==> src/rtl/seq_pkg.sv <==
package seq_pkg;
  typedef enum logic [1:0] {
    S_IDLE = 2'd0,
    S_WAIT = 2'd1,
    S_XFER = 2'd2,
    S_HDR  = 2'd3
  } seq_state_e;

  typedef struct packed {
    logic       side;
    logic [6:0] track;
    logic [6:0] sector;
    logic [7:0] fmt;
  } sec_hdr_t;

  localparam logic [7:0] ANY_SECTOR = 8'hFF;
endpackage

==> src/rtl/seq_period_timer.sv <==
module seq_period_timer #(
  parameter int PER_W = 16
) (
  input  logic             clk,
  input  logic             rst,
  input  logic             run,
  input  logic [PER_W-1:0] period,
  output logic             expire
);
  logic [PER_W-1:0] cnt;

  // expires on the period-th cycle of run; a zero period expires at once
  assign expire = run && (({1'b0, cnt} + 1'b1) >= {1'b0, period});

  always_ff @(posedge clk) begin
    if (rst || !run || expire) cnt <= '0;
    else                       cnt <= cnt + 1'b1;
  end

  // counting only happens while running
  p_idle_cnt_zero_r10: assert property (@(posedge clk) disable iff (rst)
    !run |=> (cnt == '0));
endmodule

==> src/rtl/seq_hdr_regs.sv <==
module seq_hdr_regs
  import seq_pkg::*;
(
  input  logic       clk,
  input  logic       rst,
  input  logic       load_first,
  input  logic [7:0] first_val,
  input  logic       capture,
  input  sec_hdr_t   hdr,
  output logic [7:0] track_q,
  output logic [7:0] sector_q,
  output logic [7:0] fmt_q
);
  always_ff @(posedge clk) begin
    if (rst) begin
      track_q  <= '0;
      sector_q <= '0;
      fmt_q    <= '0;
    end else if (capture) begin
      track_q  <= {hdr.side, hdr.track};
      sector_q <= {1'b1, hdr.sector};
      fmt_q    <= hdr.fmt;
    end else if (load_first) begin
      sector_q <= first_val;
    end
  end

  // a captured header always carries the checksum-valid flag
  p_sector_valid_r4: assert property (@(posedge clk) disable iff (rst)
    capture |=> sector_q[7]);
endmodule

==> src/rtl/sector_read_seq.sv <==
module sector_read_seq
  import seq_pkg::*;
#(
  parameter int SECT_BYTES = 512,
  parameter int PER_W      = 16,
  parameter int CNT_W      = 8,
  localparam int IDX_W     = $clog2(SECT_BYTES)
) (
  input  logic             clk,
  input  logic             rst,
  input  logic             start_pulse,
  input  logic             stop_pulse,
  input  logic             step_busy,
  input  logic             wr_mode,
  input  logic             id_read_en,
  input  logic [7:0]       first_sec,
  input  logic [CNT_W-1:0] sect_count,
  input  logic [PER_W-1:0] period_cycles,
  output logic             hdr_req,
  input  logic             hdr_valid,
  input  logic             hdr_side,
  input  logic [6:0]       hdr_track,
  input  logic [6:0]       hdr_sector,
  input  logic [7:0]       hdr_fmt,
  output logic [6+IDX_W:0] drv_addr,
  input  logic [7:0]       drv_data,
  output logic             dma_valid,
  output logic [7:0]       dma_data,
  output logic             dma_last,
  input  logic             dma_ready,
  output logic             busy,
  output logic             search_any,
  output logic             id_evt,
  output logic             done_evt,
  output logic [7:0]       cur_track,
  output logic [7:0]       cur_sector,
  output logic [7:0]       cur_fmt,
  output logic [CNT_W-1:0] sectors_left
);
  localparam logic [IDX_W-1:0] LAST_IDX = IDX_W'(SECT_BYTES - 1);

  seq_state_e       st;
  logic [IDX_W-1:0] idx;
  logic [CNT_W-1:0] cnt_q;
  logic             id_mode;
  logic             expire;
  logic             start_ok;
  logic             load_first;
  logic             capture;
  sec_hdr_t         hdr_in;

  assign start_ok   = (st == S_IDLE) && start_pulse && !stop_pulse && !step_busy && !wr_mode;
  assign load_first = start_ok && (first_sec != ANY_SECTOR);
  assign capture    = (st == S_HDR) && hdr_valid && !stop_pulse;
  assign hdr_in     = '{side: hdr_side, track: hdr_track, sector: hdr_sector, fmt: hdr_fmt};

  seq_period_timer #(.PER_W(PER_W)) u_timer (
    .clk    (clk),
    .rst    (rst),
    .run    (st == S_WAIT),
    .period (period_cycles),
    .expire (expire)
  );

  seq_hdr_regs u_hdr (
    .clk        (clk),
    .rst        (rst),
    .load_first (load_first),
    .first_val  (first_sec),
    .capture    (capture),
    .hdr        (hdr_in),
    .track_q    (cur_track),
    .sector_q   (cur_sector),
    .fmt_q      (cur_fmt)
  );

  always_ff @(posedge clk) begin
    if (rst) begin
      st         <= S_IDLE;
      idx        <= '0;
      cnt_q      <= '0;
      id_mode    <= 1'b0;
      id_evt     <= 1'b0;
      done_evt   <= 1'b0;
      search_any <= 1'b0;
    end else begin
      id_evt     <= 1'b0;
      done_evt   <= 1'b0;
      search_any <= 1'b0;
      if (stop_pulse) begin
        st <= S_IDLE;
      end else begin
        unique case (st)
          S_IDLE: if (start_ok) begin
            st         <= S_WAIT;
            id_mode    <= id_read_en;
            cnt_q      <= sect_count;
            search_any <= (first_sec == ANY_SECTOR);
          end
          S_WAIT: if (expire) begin
            idx <= '0;
            st  <= id_mode ? S_HDR : S_XFER;
          end
          S_XFER: if (dma_ready) begin
            if (idx == LAST_IDX) st <= S_HDR;
            else                 idx <= idx + 1'b1;
          end
          S_HDR: if (hdr_valid) begin
            if (id_mode) begin
              id_evt <= 1'b1;
              st     <= S_WAIT;
            end else begin
              cnt_q <= cnt_q - 1'b1;
              if (cnt_q == CNT_W'(1)) begin
                done_evt <= 1'b1;
                st       <= S_IDLE;
              end else begin
                st <= S_WAIT;
              end
            end
          end
          default: st <= S_IDLE;
        endcase
      end
    end
  end

  assign busy         = (st != S_IDLE);
  assign hdr_req      = (st == S_HDR);
  assign dma_valid    = (st == S_XFER);
  assign dma_last     = dma_valid && (idx == LAST_IDX);
  assign drv_addr     = {cur_sector[6:0], idx};
  assign dma_data     = drv_data;
  assign sectors_left = cnt_q;

  // an allowed start takes effect on the next cycle
  p_accept_r1: assert property (@(posedge clk) disable iff (rst)
    (!busy && start_pulse && !stop_pulse && !step_busy && !wr_mode) |=> busy);
  // blocked start leaves the block idle
  p_start_blocked_r2: assert property (@(posedge clk) disable iff (rst)
    (!busy && start_pulse && (step_busy || wr_mode)) |=> !busy);
  // the two events never coincide
  p_evt_excl_r5: assert property (@(posedge clk) disable iff (rst)
    id_evt |-> !done_evt);
  // completion leaves the block idle
  p_done_idle_r7: assert property (@(posedge clk) disable iff (rst)
    done_evt |-> (!busy && sectors_left == '0));
  // a stalled beat holds
  p_stall_hold_r8: assert property (@(posedge clk) disable iff (rst)
    (dma_valid && !dma_ready && !stop_pulse) |=> (dma_valid && $stable(drv_addr)));
  // stop empties every request
  p_stop_r9: assert property (@(posedge clk) disable iff (rst)
    stop_pulse |=> (!busy && !dma_valid && !hdr_req));
  // header request held until answered
  p_req_hold_r11: assert property (@(posedge clk) disable iff (rst)
    (hdr_req && !hdr_valid && !stop_pulse) |=> hdr_req);
endmodule

==> config.mk <==
export PLATFORM = sky130hd
export DESIGN_NAME = sector_read_seq
export DESIGN_NICKNAME = d
export VERILOG_FILES = /design/src/rtl/seq_pkg.sv /design/src/rtl/seq_period_timer.sv /design/src/rtl/seq_hdr_regs.sv /design/src/rtl/sector_read_seq.sv
export SDC_FILE = /design/constraint.sdc
export NUM_CORES = 1
export LEC_CHECK = 0
export ABC_AREA = 1
export BUFFER_PORTS_ARGS = -buffer_cell sky130_fd_sc_hd__buf_2
export CORE_MARGIN = 2
export CORE_UTILIZATION = 30
export CTS_CLUSTER_DIAMETER = 200
export DETAILED_ROUTE_END_ITERATION = 16
export GPL_ROUTABILITY_DRIVEN = 0
export PLACE_DENSITY = 0.53
export SLEW_MARGIN = 20
export SYNTH_ARGS = -nofsm -noshare
export SYNTH_HDL_FRONTEND = slang
export SYNTH_SLANG_ARGS = --single-unit
export TNS_END_PERCENT = 10
==> constraint.sdc <==
create_clock -name clk -period 3.3 [get_ports clk]
set_clock_uncertainty 0.05 [all_clocks]
set_input_delay 0.825 -clock clk [delete_from_list [all_inputs] [get_ports clk]]
set_output_delay 0.825 -clock clk [all_outputs]
set_load 0.05 [all_outputs]
Yosys cells after proc, flatten, opt, wreduce, memory -nomap -nowiden
Cells that the tools add are included.
- flip-flop bits (word level): 63
- output and inout bits: 63
- word-level logic and storage cells: 84
- bits of input ports: 72
- add/subtract/negate cells: 4
- bitwise gates (word level): 5
- multiplexer cells: 21
- reductions and logical operators: 28
- eq/ne operators: 14
- order comparisons: 1
- operators by type and width (cell ; number):
    2-to-1 mux 8 bit ; 5
    2-to-1 mux 9 bit ; 3
    case mux 9 bit (2 select lines) ; 1
    adder 16 x 1 -> 17 bit, second input constant ; 1
    greater-or-equal comparator 17 x 16 -> 1 bit ; 1
    adder 16 x 1 -> 16 bit, second input constant ; 1
    case mux 8 bit (2 select lines) ; 1
    AND reduction 5 bit ; 3
    2-to-1 mux 2 bit ; 5
    adder 9 x 1 -> 9 bit, second input constant ; 1
    equality test 9 bit, second input constant ; 1
    logical AND 1 bit ; 9
    equality test 8 x 1 -> 1 bit, second input constant ; 1
    equality test 8 bit, second input constant ; 1
    inequality test 2 bit, second input constant ; 4
    inequality test 8 bit, second input constant ; 1
    case mux 2 bit (4 select lines) ; 1
    nonzero test 2 bit ; 4
    OR reduction 4 bit ; 2
    subtractor 8 x 1 -> 8 bit, second input constant ; 1
    inequality test 2 x 1 -> 1 bit, second input constant ; 3
    2-to-1 mux 1 bit ; 5
    inverter 1 bit ; 5
    OR reduction 5 bit ; 1
    other kinds (7) ; 12

Logic depth before layout (Yosys ltp)
- depth in word-level cells: 8
- gate-level depth with buffers: 24
- mapped depth without buffers: 24

By module
A second synthesis with hierarchy kept.
- cells, all modules: 576
- area total of the unflattened synthesis: 4007.6 um^2
- by module, submodules not included (module ; cells each ; area an instance (um^2) ; sequential area each (um^2) ; instances):
    sector_read_seq ; 244 ; 1590.3 ; 460.4 ; 1
    seq_period_timer ; 204 ; 1428.9 ; 320.3 ; 1
    seq_hdr_regs ; 128 ; 988.4 ; 480.5 ; 1

Least setup slack after synthesis
No wires, ideal clock.
- path type: reg2out
- start point: register idx[0]
- end point: output port dma_last
- cell stages (with the launch flop): 11
- data arrival time: 1.980 ns
- slack: 0.445 ns
- data required time: 2.425 ns
- buffers on the path: 0
- cells stage by stage: dfxtp_1 > ha_1 > nand2_1 > nor2_1 > inv_1 > nor2_1 > nand3_1 > nor2_1 > ha_1 > nand2_1 > inv_1
- word-level cells in the longest chain between the ends: 2
- ends and longest elaborated chain (item ; RTL line ; source):
    from (decl) ; sector_read_seq.sv:43 ; logic [IDX_W-1:0] idx;
    from (signal assigned) ; sector_read_seq.sv:106 ; else idx <= idx + 1'b1;
    equality test 9 bit ; sector_read_seq.sv:131 ; assign dma_last = dma_valid && (idx == LAST_IDX);
    logical AND 1 bit ; sector_read_seq.sv:131 ;
    to (decl) ; sector_read_seq.sv:29 ; output logic dma_last,
Every way passes these cells.

Final worst setup path
- start point: register u_timer.cnt[0]
- end point: register st[0]
- word-level cells in the longest chain between the ends: 5
- ends and longest elaborated chain (item ; RTL line ; source):
    from (decl) ; seq_period_timer.sv:10 ; logic [PER_W-1:0] cnt;
    from (signal assigned) ; seq_period_timer.sv:17 ; else cnt <= cnt + 1'b1;
    adder 16 x 1 -> 17 bit ; seq_period_timer.sv:13 ; assign expire = run && (({1'b0, cnt} + 1'b1) >= {1'b0, period});
    greater-or-equal comparator 17 x 16 -> 1 bit ; seq_period_timer.sv:13 ;
    logical AND 1 bit ; seq_period_timer.sv:13 ;
    inequality test 2 bit (no source line) ; n/a ;
    AND reduction 5 bit (no source line) ; n/a ;
    to (signal assigned) ; sector_read_seq.sv:102 ; st <= id_mode ? S_HDR : S_XFER;
    to (decl) ; sector_read_seq.sv:42 ; seq_state_e st;
Every way passes these cells.
A chain may end at the register's enable or synchronous reset.

==> metrics.cfg <==
[run_status]
status=finished clean

[detailed_routing]
wl_met1_um=4190
drc=0
wl_um=9050
avgViaCountPerCell=4.49
drtAntennaViolNets=0
drt_iter0_drc=105
wl_met2_um=4200
vias=3446
top_layer=met4
drt_first_pass_iters=4
routed_wire_length_per_instance_um=11.8
met3WireLength_um=491

[worst_setup_path]
reg2reg_to=st[0]
r2r_slack_ns=0.29
worstPathMaxFanout=16
start_kind=flip-flop
reg2regPathDepth=20
crit_type=reg -> reg
rr_startpoint=u_timer.cnt[0]
endpoint_kind=flip-flop
arrival_ns=3.18
cp.required_ns=3.47

[clocking]
clock_sinks=63
tritoncts.num_buffers=9
cts-htree-levels=3
cts_max_path_buffers=2
clock_latency_ns=0.33
cts-resized-gates=0
cts.clk_slew.worst_paths_ns=0.05
cts_tree=yes
hold_buffers=0
clock-root-buffer=clkbuf_16
post-cts-setup-buffer-count=0

[timing]
slew_headroom=0.503
fin_crit_ns=3.01
setup_violations=0
worst_slew_pin_slew_ns=0.744
fmax_mhz=333
finalHoldViolations=0
setup_ws_ns=0.294
slew_viol_final=0
finalCritPeriodShare=0.911

[pwr]
power_density_nw_per_um2=436
vdd_ir_drop_max_v=0.000197
p_leak_nw=2.34
totalPowerFinal_mw=1.99

[logic_synthesis]
yosys-top-cells-area=dfxtp_1, nor2_1, ha_1
synthFlopType=dfxtp_1
synth_top_area_frac=0.347
synthDistinctLibCells=42
syn_avg_cell_area_um2=7.08
syn_nets=611
yosys_warnings=0
synth_edf_count=0
synthesis.area_um2=3630
yosysSeqAreaShare=0.347
synthArstFlopShare=0
synthCells=513
synth-seq-cells=63
yosysTopAreaCell=dfxtp_1

[job]
drv_cap=0

[floorplan]
ioPinCount=135
die_height_um=114
start_util=0.305
die_w_um=114
row_count=40
placeableCoreArea_um2=11900
dieArea_um2=13000

[hold_path]
min_to=u_timer.cnt[0]
hp-class=reg -> reg
holdPathStages=1
min_from=u_timer.cnt[0]

[placement]
preCtsSetupSlack_ns=0.211
io_buffers=118
place_hpwl_um=6950

[finish]
finalNetCount=714
area_growth_pct=25.8
layout-drive-gt1-share=0.264
diodes=0

[global_routing]
grt_overflow_total=0
grt.total_usage=0.143
antenna_found_initial=0
grt_pass1_wl_um=14900
grt_max_degree=29
first_global_vias=3288

==> critical path: stages, from the launching register on <==
cell     delay (ns)
dfxtp_2        0.35
ha_2           0.19
nand2_1        0.07
nor2_2         0.13
nand3_2        0.12
nor2_4         0.14
nand4_2        0.13
or2_0          0.23
xor2_1         0.17
inv_1          0.06
ha_1           0.28
nand2_1        0.09
nor2_1         0.04
a41oi_1        0.19
nand2_1        0.09
nand2_2        0.15
nand2_8        0.12
nand2_2        0.14
nand2_1        0.06
nand2_1        0.06
nor2_1         0.04
==> stage by stage <==
| step | utilization | setup TNS, ns | instances | cell area, um2 | hold slack (ns) |
|---|---|---|---|---|---|
| floorplan | - | 0 | 513 | 3630 | 0.383 |
| global placement | 0.357 | 0 | 752 | 4250 | 0.391 |
| detailed placement | 0.357 | 0 | 752 | 4250 | 0.410 |
| CTS | 0.381 | 0 | 768 | 4540 | 0.421 |
| global route | 0.383 | -0.000158 | 768 | 4570 | 0.417 |
| finish | 0.383 | 0 | 768 | 4570 | 0.394 |
==> synthesized netlist by cell type, types with 2 or more instances <==
cell type	number
nor2_1	88
nand2_1	85
inv_1	71
dfxtp_1	63
o21ai_0	38
ha_1	26
nand3_1	22
a21oi_1	20
buf_4	16
a31oi_1	10
xor2_1	10
clkbuf_1	9
buf_2	4
nand3_2	4
nor2_2	4
a211oi_1	3
nand2_2	3
nor2_4	3
nor3_1	3
a21o_1	2
a21o_2	2
inv_2	2
nand4_1	2
nor3b_1	2
o211ai_1	2
or2_2	2
xnor2_1	2
==> per-layer routing <==
metal / GRT usage / vias to the layer above
li1: - / 1823
met1: 0.180 / 1533
met2: 0.233 / 77
met3: 0.0409 / 13
met4: 0.0537 / 0
met5: 0 / -
==> registers in the layout, summed over array words and instances, names as in the netlist <==
signal	cells
done_evt	1
st	2
id_mode	1
id_evt	1
u_timer.cnt	16
search_any	1
idx	9
u_hdr.track_q	8
u_hdr.fmt_q	8
sectors_left	8
u_hdr.sector_q	8
==> layout by cell type, fill, tap and decap left out, drive strengths merged, types with 2 or more instances in the layout <==
cell	Yosys	final
nor3	4	4
clkbuf	9	13
o211ai	2	2
xnor2	3	3
or2	3	3
ha	26	26
clkinv	1	4
a211oi	3	3
nand3	26	26
a31oi	10	10
nor2	95	95
a21oi	20	20
nor3b	2	2
xor2	10	10
dfxtp	63	63
inv	73	73
a21o	4	4
nand4	3	3
nand2	89	89
o21ai	38	38
buf	21	121
==> power by group <==
group / switching, mW / total (mW) / internal, mW
logic: 0.180 / 0.269 / 0.0887
registers: 0.0159 / 0.795 / 0.779
clock network: 0.327 / 0.927 / 0.601
==> worst max path at each step <==
stage	cells past startpoint	endpoint	start
final	20	st[0]	u_timer.cnt[0]
after global routing	20	idx[1]	u_timer.cnt[0]
after CTS	17	u_timer.cnt[8]	u_timer.cnt[0]
after detailed placement	17	u_timer.cnt[14]	u_timer.cnt[0]
after global placement	17	u_timer.cnt[15]	u_timer.cnt[0]
after floorplan	10	dma_last	idx[0]
==> area by class of cell <==
class	count	area, um2
well taps	147	184
clock buffers	12	246
flip-flops and latches	63	1260
fillers	1279	7340
clock inverters	4	45.0
inverters	74	278
repair buffers	122	623
multi-input cells	346	1930
==> cells by family (layout without fill, tap and decap cells) <==
| family | count (synthesis) | in the layout | share of synthesized area |
|---|---|---|---|
| AOI/OAI and AO/OA | 81 | 81 | 0.126 |
| buffers and inverters | 104 | 212 | 0.127 |
| adders and majority gates | 26 | 26 | 0.0896 |
| DFF | 63 | 63 | 0.347 |
| xor gates and xnor gates | 13 | 13 | 0.0334 |
| and+or+nand+nor | 226 | 226 | 0.276 |
Power figures use the tool's default switching activity.
